`src/rtl/pcd_pkg.sv`:
```
package pcd_pkg;
  localparam int BYTE_W = 8;
  localparam int OPC_W  = 4;

  typedef enum logic [3:0] {
    OPC_GLB_TO_WIPER   = 4'b0001,
    OPC_STEP           = 4'b0010,
    OPC_STATUS         = 4'b0101,
    OPC_GLB_TO_STORE   = 4'b1000,
    OPC_RD_WIPER       = 4'b1001,
    OPC_WR_WIPER       = 4'b1010,
    OPC_RD_STORE       = 4'b1011,
    OPC_WR_STORE       = 4'b1100,
    OPC_STORE_TO_WIPER = 4'b1101,
    OPC_WIPER_TO_STORE = 4'b1110
  } opc_e;

  // Length / behaviour class of a decoded instruction
  typedef enum logic [2:0] {
    CL_BAD,
    CL_SHORT,
    CL_WRITE,
    CL_READ,
    CL_STATUS,
    CL_STEP
  } cls_e;

  typedef enum logic [2:0] {
    ST_IDLE,
    ST_ID,
    ST_INSTR,
    ST_DATA,
    ST_STEP
  } st_e;
endpackage

```
`src/rtl/pcd_sync.sv`:
```
module pcd_sync #(
  parameter int               WIDTH   = 4,
  parameter int               STAGES  = 2,
  parameter logic [WIDTH-1:0] RST_VAL = '0
) (
  input  logic             clk,
  input  logic             rst,
  input  logic [WIDTH-1:0] d_i,
  output logic [WIDTH-1:0] q_o
);
  logic [STAGES-1:0][WIDTH-1:0] chain;

  always_ff @(posedge clk) begin
    if (rst) begin
      for (int s = 0; s < STAGES; s++) chain[s] <= RST_VAL;
    end else begin
      chain[0] <= d_i;
      for (int s = 1; s < STAGES; s++) chain[s] <= chain[s-1];
    end
  end

  assign q_o = chain[STAGES-1];
endmodule

```
`src/rtl/pcd_rx.sv`:
```
module pcd_rx #(
  parameter int BYTE_W = 8,
  localparam int CNT_W = $clog2(BYTE_W)
) (
  input  logic              clk,
  input  logic              rst,
  input  logic              clr_i,
  input  logic              shift_i,
  input  logic              bit_i,
  output logic [BYTE_W-1:0] byte_o,
  output logic [CNT_W-1:0]  cnt_o,
  output logic              done_o
);
  logic [BYTE_W-1:0] sreg;
  logic [CNT_W-1:0]  cnt;

  always_ff @(posedge clk) begin
    if (rst || clr_i) begin
      sreg <= '0;
      cnt  <= '0;
    end else if (shift_i) begin
      sreg <= byte_o;
      cnt  <= (cnt == CNT_W'(BYTE_W-1)) ? '0 : cnt + 1'b1;
    end
  end

  // byte including the bit arriving on this edge
  assign byte_o = {sreg[BYTE_W-2:0], bit_i};
  assign cnt_o  = cnt;
  assign done_o = shift_i && (cnt == CNT_W'(BYTE_W-1));
endmodule

```
`src/rtl/pcd_decode.sv`:
```
module pcd_decode
  import pcd_pkg::*;
(
  input  logic [OPC_W-1:0] opc_i,
  input  logic             pad_zero_i,
  output cls_e             cls_o
);
  always_comb begin
    cls_o = CL_BAD;
    if (pad_zero_i) begin
      case (opc_i)
        OPC_STORE_TO_WIPER, OPC_WIPER_TO_STORE,
        OPC_GLB_TO_WIPER,   OPC_GLB_TO_STORE:   cls_o = CL_SHORT;
        OPC_WR_WIPER,       OPC_WR_STORE:       cls_o = CL_WRITE;
        OPC_RD_WIPER,       OPC_RD_STORE:       cls_o = CL_READ;
        OPC_STATUS:                             cls_o = CL_STATUS;
        OPC_STEP:                               cls_o = CL_STEP;
        default:                                cls_o = CL_BAD;
      endcase
    end
  end
endmodule

```
`src/rtl/pcd_tx.sv`:
```
module pcd_tx #(
  parameter int BYTE_W = 8
) (
  input  logic              clk,
  input  logic              rst,
  input  logic              load_i,
  input  logic              shift_i,
  input  logic [BYTE_W-1:0] din_i,
  output logic              so_o
);
  logic [BYTE_W-1:0] sreg;

  always_ff @(posedge clk) begin
    if (rst)          sreg <= '0;
    else if (load_i)  sreg <= din_i;
    else if (shift_i) sreg <= {sreg[BYTE_W-2:0], 1'b0};
  end

  assign so_o = sreg[BYTE_W-1];
endmodule

```
`src/rtl/pot_spi_cmd_front.sv`:
```
module pot_spi_cmd_front
  import pcd_pkg::*;
#(
  parameter int               SYNC_STAGES = 2,
  parameter int               ADDR_W      = 2,
  parameter int               REG_W       = 2,
  parameter int               DATA_W      = 6,
  parameter logic [OPC_W-1:0] DEV_TYPE    = 4'b0101
) (
  input  logic              clk,
  input  logic              rst,
  input  logic              cs_n_i,
  input  logic              sck_i,
  input  logic              si_i,
  input  logic              hold_n_i,
  input  logic [ADDR_W-1:0] addr_strap_i,
  input  logic [DATA_W-1:0] rd_data_i,
  input  logic              wip_i,
  output logic              so_o,
  output logic              so_oe_o,
  output logic              op_valid_o,
  output logic [OPC_W-1:0]  op_code_o,
  output logic              op_pot_o,
  output logic [REG_W-1:0]  op_reg_o,
  output logic [DATA_W-1:0] op_data_o,
  output logic              op_dir_o
);
  localparam int CNT_W    = $clog2(BYTE_W);
  localparam int OPC_LSB  = BYTE_W - OPC_W;
  localparam int ADDR_LSB = OPC_LSB - ADDR_W;
  localparam int REG_LSB  = OPC_LSB - REG_W;

  // ---------------- pin synchronizer: {cs, sck, si, hold}
  logic [3:0] pins_q;
  logic cs_q, sck_q, si_q, hold_q;

  // chip select resets to "selected" so a frame needs a real high-to-low
  pcd_sync #(.WIDTH(4), .STAGES(SYNC_STAGES), .RST_VAL(4'b0001)) u_sync (
    .clk (clk),
    .rst (rst),
    .d_i ({cs_n_i, sck_i, si_i, hold_n_i}),
    .q_o (pins_q)
  );
  assign {cs_q, sck_q, si_q, hold_q} = pins_q;

  // ---------------- edge detection and pause
  logic cs_prev, sck_prev, paused_q;
  logic cs_fall, live, sck_rise, sck_fall;

  always_ff @(posedge clk) begin
    if (rst) begin
      cs_prev  <= 1'b0;
      sck_prev <= 1'b0;
      paused_q <= 1'b0;
    end else begin
      cs_prev  <= cs_q;
      sck_prev <= sck_q;
      if (cs_q)        paused_q <= 1'b0;
      else if (!sck_q) paused_q <= !hold_q;
    end
  end

  assign cs_fall  = cs_prev && !cs_q;
  assign live     = !cs_q && !paused_q;
  assign sck_rise = live && sck_q && !sck_prev;
  assign sck_fall = live && !sck_q && sck_prev;

  // ---------------- receive shifter
  st_e               state_q;
  cls_e              cls_q, cls_d;
  logic [BYTE_W-1:0] rx_byte;
  logic [CNT_W-1:0]  rx_cnt;
  logic              rx_done, rx_shift;

  assign rx_shift = sck_rise &&
                    (state_q == ST_ID || state_q == ST_INSTR || state_q == ST_DATA);

  pcd_rx #(.BYTE_W(BYTE_W)) u_rx (
    .clk     (clk),
    .rst     (rst),
    .clr_i   (cs_fall || cs_q),
    .shift_i (rx_shift),
    .bit_i   (si_q),
    .byte_o  (rx_byte),
    .cnt_o   (rx_cnt),
    .done_o  (rx_done)
  );

  // ---------------- byte checks
  logic id_ok;
  assign id_ok = (rx_byte[BYTE_W-1 -: OPC_W]   == DEV_TYPE) &&
                 (rx_byte[OPC_LSB-1 -: ADDR_W] == addr_strap_i) &&
                 (rx_byte[ADDR_LSB-1:0]        == '0);

  pcd_decode u_dec (
    .opc_i      (rx_byte[BYTE_W-1 -: OPC_W]),
    .pad_zero_i (rx_byte[REG_LSB-1:1] == '0),
    .cls_o      (cls_d)
  );

  // ---------------- frame sequencer
  always_ff @(posedge clk) begin
    if (rst) begin
      state_q    <= ST_IDLE;
      cls_q      <= CL_BAD;
      op_valid_o <= 1'b0;
      op_code_o  <= '0;
      op_pot_o   <= 1'b0;
      op_reg_o   <= '0;
      op_data_o  <= '0;
      op_dir_o   <= 1'b0;
    end else begin
      op_valid_o <= 1'b0;
      if (cs_q) begin
        state_q <= ST_IDLE;
      end else if (cs_fall) begin
        state_q <= ST_ID;
      end else if (sck_rise) begin
        case (state_q)
          ST_ID: if (rx_done) state_q <= id_ok ? ST_INSTR : ST_IDLE;
          ST_INSTR: if (rx_done) begin
            op_code_o <= rx_byte[BYTE_W-1 -: OPC_W];
            op_reg_o  <= rx_byte[REG_LSB +: REG_W];
            op_pot_o  <= rx_byte[0];
            cls_q     <= cls_d;
            case (cls_d)
              CL_SHORT: begin
                op_valid_o <= 1'b1;
                state_q    <= ST_IDLE;
              end
              CL_WRITE, CL_READ, CL_STATUS: state_q <= ST_DATA;
              CL_STEP:                      state_q <= ST_STEP;
              default:                      state_q <= ST_IDLE;
            endcase
          end
          ST_DATA: if (rx_done) begin
            if (cls_q == CL_WRITE) begin
              op_valid_o <= 1'b1;
              op_data_o  <= rx_byte[DATA_W-1:0];
            end
            state_q <= ST_IDLE;
          end
          ST_STEP: begin
            op_valid_o <= 1'b1;
            op_dir_o   <= si_q;
          end
          default: state_q <= ST_IDLE;
        endcase
      end
    end
  end

  // ---------------- transmit path
  logic              resp_frame, tx_live, tx_load, tx_shift;
  logic [BYTE_W-1:0] resp_byte;

  assign resp_frame = (state_q == ST_DATA) &&
                      (cls_q == CL_READ || cls_q == CL_STATUS);
  assign tx_load    = sck_fall && resp_frame && !tx_live && (rx_cnt == '0);
  assign tx_shift   = sck_fall && resp_frame && tx_live;
  assign resp_byte  = (cls_q == CL_STATUS) ? BYTE_W'(wip_i) : BYTE_W'(rd_data_i);

  always_ff @(posedge clk) begin
    if (rst) begin
      tx_live <= 1'b0;
      so_oe_o <= 1'b0;
    end else begin
      if (cs_q || state_q != ST_DATA) tx_live <= 1'b0;
      else if (tx_load)               tx_live <= 1'b1;
      so_oe_o <= tx_live && !paused_q && !cs_q && (state_q == ST_DATA);
    end
  end

  pcd_tx #(.BYTE_W(BYTE_W)) u_tx (
    .clk     (clk),
    .rst     (rst),
    .load_i  (tx_load),
    .shift_i (tx_shift),
    .din_i   (resp_byte),
    .so_o    (so_o)
  );
endmodule

```
`config.mk`:
```
export PLATFORM = sky130hd
export DESIGN_NAME = pot_spi_cmd_front
export DESIGN_NICKNAME = d
export VERILOG_FILES = /design/src/rtl/pcd_pkg.sv /design/src/rtl/pcd_sync.sv /design/src/rtl/pcd_rx.sv /design/src/rtl/pcd_decode.sv /design/src/rtl/pcd_tx.sv /design/src/rtl/pot_spi_cmd_front.sv
export SDC_FILE = /design/constraint.sdc
export NUM_CORES = 1
export LEC_CHECK = 0
export BUFFER_PORTS_ARGS = -buffer_cell sky130_fd_sc_hd__buf_2
export CAP_MARGIN = 20
export CORE_MARGIN = 8
export CORE_UTILIZATION = 45
export DETAILED_ROUTE_END_ITERATION = 8
export PLACE_DENSITY = 0.66
export SYNTH_ARGS = -nofsm -noshare
export SYNTH_HDL_FRONTEND = slang
export SYNTH_SLANG_ARGS = --single-unit
```
`constraint.sdc`:
```
create_clock -name clk -period 2.7 [get_ports clk]
set_input_delay 0.27 -clock clk [delete_from_list [all_inputs] [get_ports clk]]
set_output_delay 0.27 -clock clk [all_outputs]
set_load 0.01 [all_outputs]
```
==> impl_results.html <==
<table>
<tr><th>Metric</th><th>Value</th></tr>
<tr><th colspan="2">Synthesis</th></tr>
<tr><td>Warning count from the yosys run</td><td>0</td></tr>
<tr><td>Gate count of the mapped netlist</td><td>275</td></tr>
<tr><td>Share of Yosys cell area claimed by the top area cell type</td><td>45.0%</td></tr>
<tr><td>Flop and latch count out of synthesis</td><td>55</td></tr>
<tr><td>Sequential area share after synthesis</td><td>45.0%</td></tr>
<tr><td>Post-synth cell types</td><td>48</td></tr>
<tr><td>Synth Net Count</td><td>298</td></tr>
<tr><td>Top area cells in the synthesized netlist</td><td>dfxtp_1 45%, a21oi_1 7.2%, nand3_1 4.3%</td></tr>
<tr><td>Yosys top cell by area</td><td>dfxtp_1</td></tr>
<tr><td>Netlist Area Pre-Place</td><td>0.00244 mm2</td></tr>
<tr><td>Avg Cell Area, Syn</td><td>8.89 um2</td></tr>
<tr><th colspan="2">CTS</th></tr>
<tr><td>Root Buffer Master</td><td>clkbuf_8</td></tr>
<tr><td>Total number of H-tree levels</td><td>2</td></tr>
<tr><td>Clock insertion delay at the later pin of the skew report</td><td>0.30 ns</td></tr>
<tr><td>Post-CTS Setup Inserts</td><td>0</td></tr>
<tr><td>Clock transition at the register clock pins on the worst setup and hold paths after CTS</td><td>0.09 ns</td></tr>
<tr><td>CTS tree</td><td>yes</td></tr>
<tr><td>CTS Buf Count</td><td>5</td></tr>
<tr><td>Count of clock tree sinks</td><td>55</td></tr>
<tr><td>Hold buffers post-CTS</td><td>0</td></tr>
<tr><td>Bufs on Longest Clock Path</td><td>2</td></tr>
<tr><td>Number of gates given a new drive strength after cts</td><td>0</td></tr>
<tr><th colspan="2">Drt</th></tr>
<tr><td>Number of remaining DRC errors</td><td>0</td></tr>
<tr><td>Drt total wl</td><td>5310 um</td></tr>
<tr><td>Mean routed wirelength per cell</td><td>14.1 um</td></tr>
<tr><td>First-pass iteration count of the detailed router</td><td>4</td></tr>
<tr><td>Ratio of routed vias to standard cells</td><td>5.39</td></tr>
<tr><td>Antenna-violating nets left</td><td>0</td></tr>
<tr><td>Iter 0 DRT Violations</td><td>84</td></tr>
<tr><td>Via total after detailed routing</td><td>2036</td></tr>
<tr><th colspan="2">Setup path</th></tr>
<tr><td>Slowest cell on crit path</td><td>or4b_1</td></tr>
<tr><td>Crit. End Element</td><td>flip-flop</td></tr>
<tr><td>Count of buffer and inverter cells on the critical path</td><td>0</td></tr>
<tr><td>Crit path required time</td><td>2.90 ns</td></tr>
<tr><td>Crit-path max FO</td><td>7</td></tr>
<tr><td>Maximum cell stage delay along the critical path</td><td>0.69 ns</td></tr>
<tr><td>Reg2reg start</td><td>paused_q</td></tr>
<tr><td>Worst Setup Start Kind</td><td>flip-flop</td></tr>
<tr><td>Data arrival time of the critical path</td><td>2.56 ns</td></tr>
<tr><td>Startpoint of the worst setup timing path</td><td>paused_q</td></tr>
<tr><td>Cell breakdown of the critical path</td><td>or4b_1, nor2_2, mux2i_1, or2_2, ha_1, o31a_1, a32o_1</td></tr>
<tr><td>Category of the critical setup timing path</td><td>reg -&gt; reg</td></tr>
<tr><td>Delay-heaviest family, CP</td><td>simple AND/OR/NAND/NOR gates</td></tr>
<tr><th colspan="2">Hold path</th></tr>
<tr><td>Path category of the worst min-delay check</td><td>in -&gt; reg</td></tr>
<tr><td>Startpoint of the lowest-slack hold path</td><td>hold_n_i</td></tr>
<tr><th colspan="2">Power</th></tr>
<tr><td>Proportion of total power due to net switching</td><td>22.4%</td></tr>
<tr><td>Internal power summed over all cells</td><td>1050 uW</td></tr>
<tr><td>Psw</td><td>304 uW</td></tr>
<tr><td>Peak VDD IR</td><td>0.222 mV</td></tr>
<tr><td>Sequential power share</td><td>60.9%</td></tr>
<tr><td>Fraction of power consumed by the clock network</td><td>34.8%</td></tr>
<tr><td>Leak pwr</td><td>0.00105 uW</td></tr>
<tr><td>Fraction of power consumed by combinational cells</td><td>4.3%</td></tr>
<tr><td>Power density over cell area</td><td>488 mW/mm2</td></tr>
<tr><th colspan="2">Floorplanning</th></tr>
<tr><td>Ports placed on the boundary</td><td>32</td></tr>
<tr><td>Initial core utilization</td><td>45.5%</td></tr>
<tr><td>Row cnt</td><td>27</td></tr>
<tr><td>Core ar.</td><td>0.00537 mm2</td></tr>
<tr><td>Horizontal die dimension</td><td>89.7 um</td></tr>
<tr><td>DIE AREA</td><td>0.00805 mm2</td></tr>
<tr><td>Die outline height</td><td>89.7 um</td></tr>
<tr><th colspan="2">Cells and area</th></tr>
<tr><td>Commonest cells after routing, fill and taps aside</td><td>55 x dfxtp_1, 35 x a21oi_1, 31 x buf_2</td></tr>
<tr><td>Final instance area</td><td>0.00278 mm2</td></tr>
<tr><td>Most common cell after layout, fill and taps aside</td><td>dfxtp_1</td></tr>
<tr><td>Inserted Diodes</td><td>0</td></tr>
<tr><td>Layout-stage area growth over the synthesis result</td><td>13.6%</td></tr>
<tr><td>Number of nets in the layout</td><td>328</td></tr>
<tr><td>Ratio of cells with drive above 1 in the final layout</td><td>20.3%</td></tr>
<tr><th colspan="2">Global routing</th></tr>
<tr><td>Gr usage total</td><td>13.1%</td></tr>
<tr><td>Wire length of the first global-routing pass</td><td>9010 um</td></tr>
<tr><td>Largest net degree at the start of global routing</td><td>39</td></tr>
<tr><td>Overflow left after global routing</td><td>0</td></tr>
<tr><td>Via count of the first global-routing pass</td><td>1884</td></tr>
<tr><td>Antenna violations before repair</td><td>0</td></tr>
<tr><th colspan="2">Timing</th></tr>
<tr><td>Minimum clock period</td><td>2.36 ns</td></tr>
<tr><td>Number of slew-limit violations in the final report</td><td>0</td></tr>
<tr><td>Transition time at the pin with the least slew margin</td><td>0.589 ns</td></tr>
<tr><td>Setup-failing EPs final</td><td>0</td></tr>
<tr><td>Final hold slack</td><td>0.148 ns</td></tr>
<tr><td>Largest clock skew in the final design</td><td>0.00914 ns</td></tr>
<tr><td>Max Clock Freq</td><td>424 MHz</td></tr>
<tr><td>RSZ-0062 raised after global routing</td><td>no</td></tr>
<tr><td>Total negative setup slack</td><td>0 ns</td></tr>
<tr><td>Relative slew margins</td><td>60.2%</td></tr>
<tr><td>Final Hold Viols</td><td>0</td></tr>
<tr><td>Share of the clock period used by the worst path after layout</td><td>87.3%</td></tr>
<tr><th colspan="2">Run</th></tr>
<tr><td>Max cap viols</td><td>0</td></tr>
<tr><th colspan="2">Place</th></tr>
<tr><td>Detailed Place HPWL</td><td>3820 um</td></tr>
<tr><td># port buffers</td><td>31</td></tr>
<tr><td>Final Wtd Congestion</td><td>0.806</td></tr>
<tr><td>Post-Place Cell Area</td><td>0.00268 mm2</td></tr>
<tr><th colspan="2">Run status</th></tr>
<tr><td>Result of the run</td><td>finished, final reports clean</td></tr>
</table>
## worst paths after layout
kind                            slack [ns]         endpoint  cells after the start
worst max-delay path                  0.34        flip-flop                      7
worst min-delay path                  0.15  u_sync.chain[0]                      2
worst max register to register        0.34        flip-flop                      7
worst min register to register        0.42         paused_q                      1
## stage by stage
step                      worst slack [ns]  power [uW]  cells  util (%)
after detailed placement             0.338         903    370      49.9
after CTS                            0.328        1370    378      51.7
after global routing                 0.232        1400    378      51.7
final                                0.344        1360    378      51.7
after floorplan                      0.332         880    275         -
after global placement               0.399         902    370      49.9
## cells by family (layout without fill, tap and decap cells)
family	count (synthesis)	count (layout)	share of synthesized area, %
xor gates and xnor gates	2	2	0.717
AOI/OAI and AO/OA	76	76	18.6
muxes	9	9	3.74
and+or+nand+nor	97	97	23.0
adders and majority gates	8	8	4.09
buffers and inverters	28	59	4.76
DFF	55	55	45.0
## power groups by stage
stage | registers [uW] | logic, uW | clock network, uW
floorplan | 842 | 37.7 | 0
global route | 828 | 64.2 | 512
global placement | 845 | 57.5 | 0
detailed placement | 845 | 57.9 | 0
finish | 826 | 57.8 | 472
CTS | 826 | 58.0 | 483
## metal layers
metal	global-route usage (%)	part of all wire, %	vias to the layer above
li1	-	-	1042
met5	0	0	-
met4	4.51	1.2	0
met2	20.9	45	35
met3	3.24	4.1	6
met1	16.8	49	953
## state kept, by name (all words and copies together) (netlist names), 2 cells and up, named ones only
signal and count:
state_q 3, op_reg_o 2, op_code_o 4, u_sync.q_o 4
op_data_o 6, u_rx.cnt_o 3, cls_q 3, u_rx.sreg 7
u_tx.sreg 8, u_sync.chain 4
## final cells by class
class / instances / area (um2)
Timing Repair Buffer: 40 / 223
Sequential cell: 55 / 1100
Clock buffer: 7 / 86.3
Inverter: 11 / 41.3
Multi-Input combinational cell: 192 / 1230
Tap cell: 72 / 90.1
Clock inverter: 1 / 8.76
Fill cell: 530 / 2590
## cells in the mapped netlist, drive strengths merged
library cell	n
o2111ai	2
nor3b	3
nand2	14
mux2i	8
a211oi	5
o211a	2
or4	1
nor3	4
ha	8
nor4b	2
or4b	2
nand4b	4
or3	1
buf	4
o21ba	1
clkbuf	13
nand2b	3
xor2	1
xnor2	1
and3b	3
mux2	1
o31a	1
or3b	3
nor4	4
or2	7
o21bai	1
dfxtp	55
inv	11
a31oi	2
o21ai	19
a211o	1
a21o	1
a32o	1
and3	2
a2111o	1
a21oi	35
a2111oi	1
o221ai	2
nand3	21
nor2b	7
nand4	1
nor2	15
o21a	1
(Power assumes the default switching activity.)
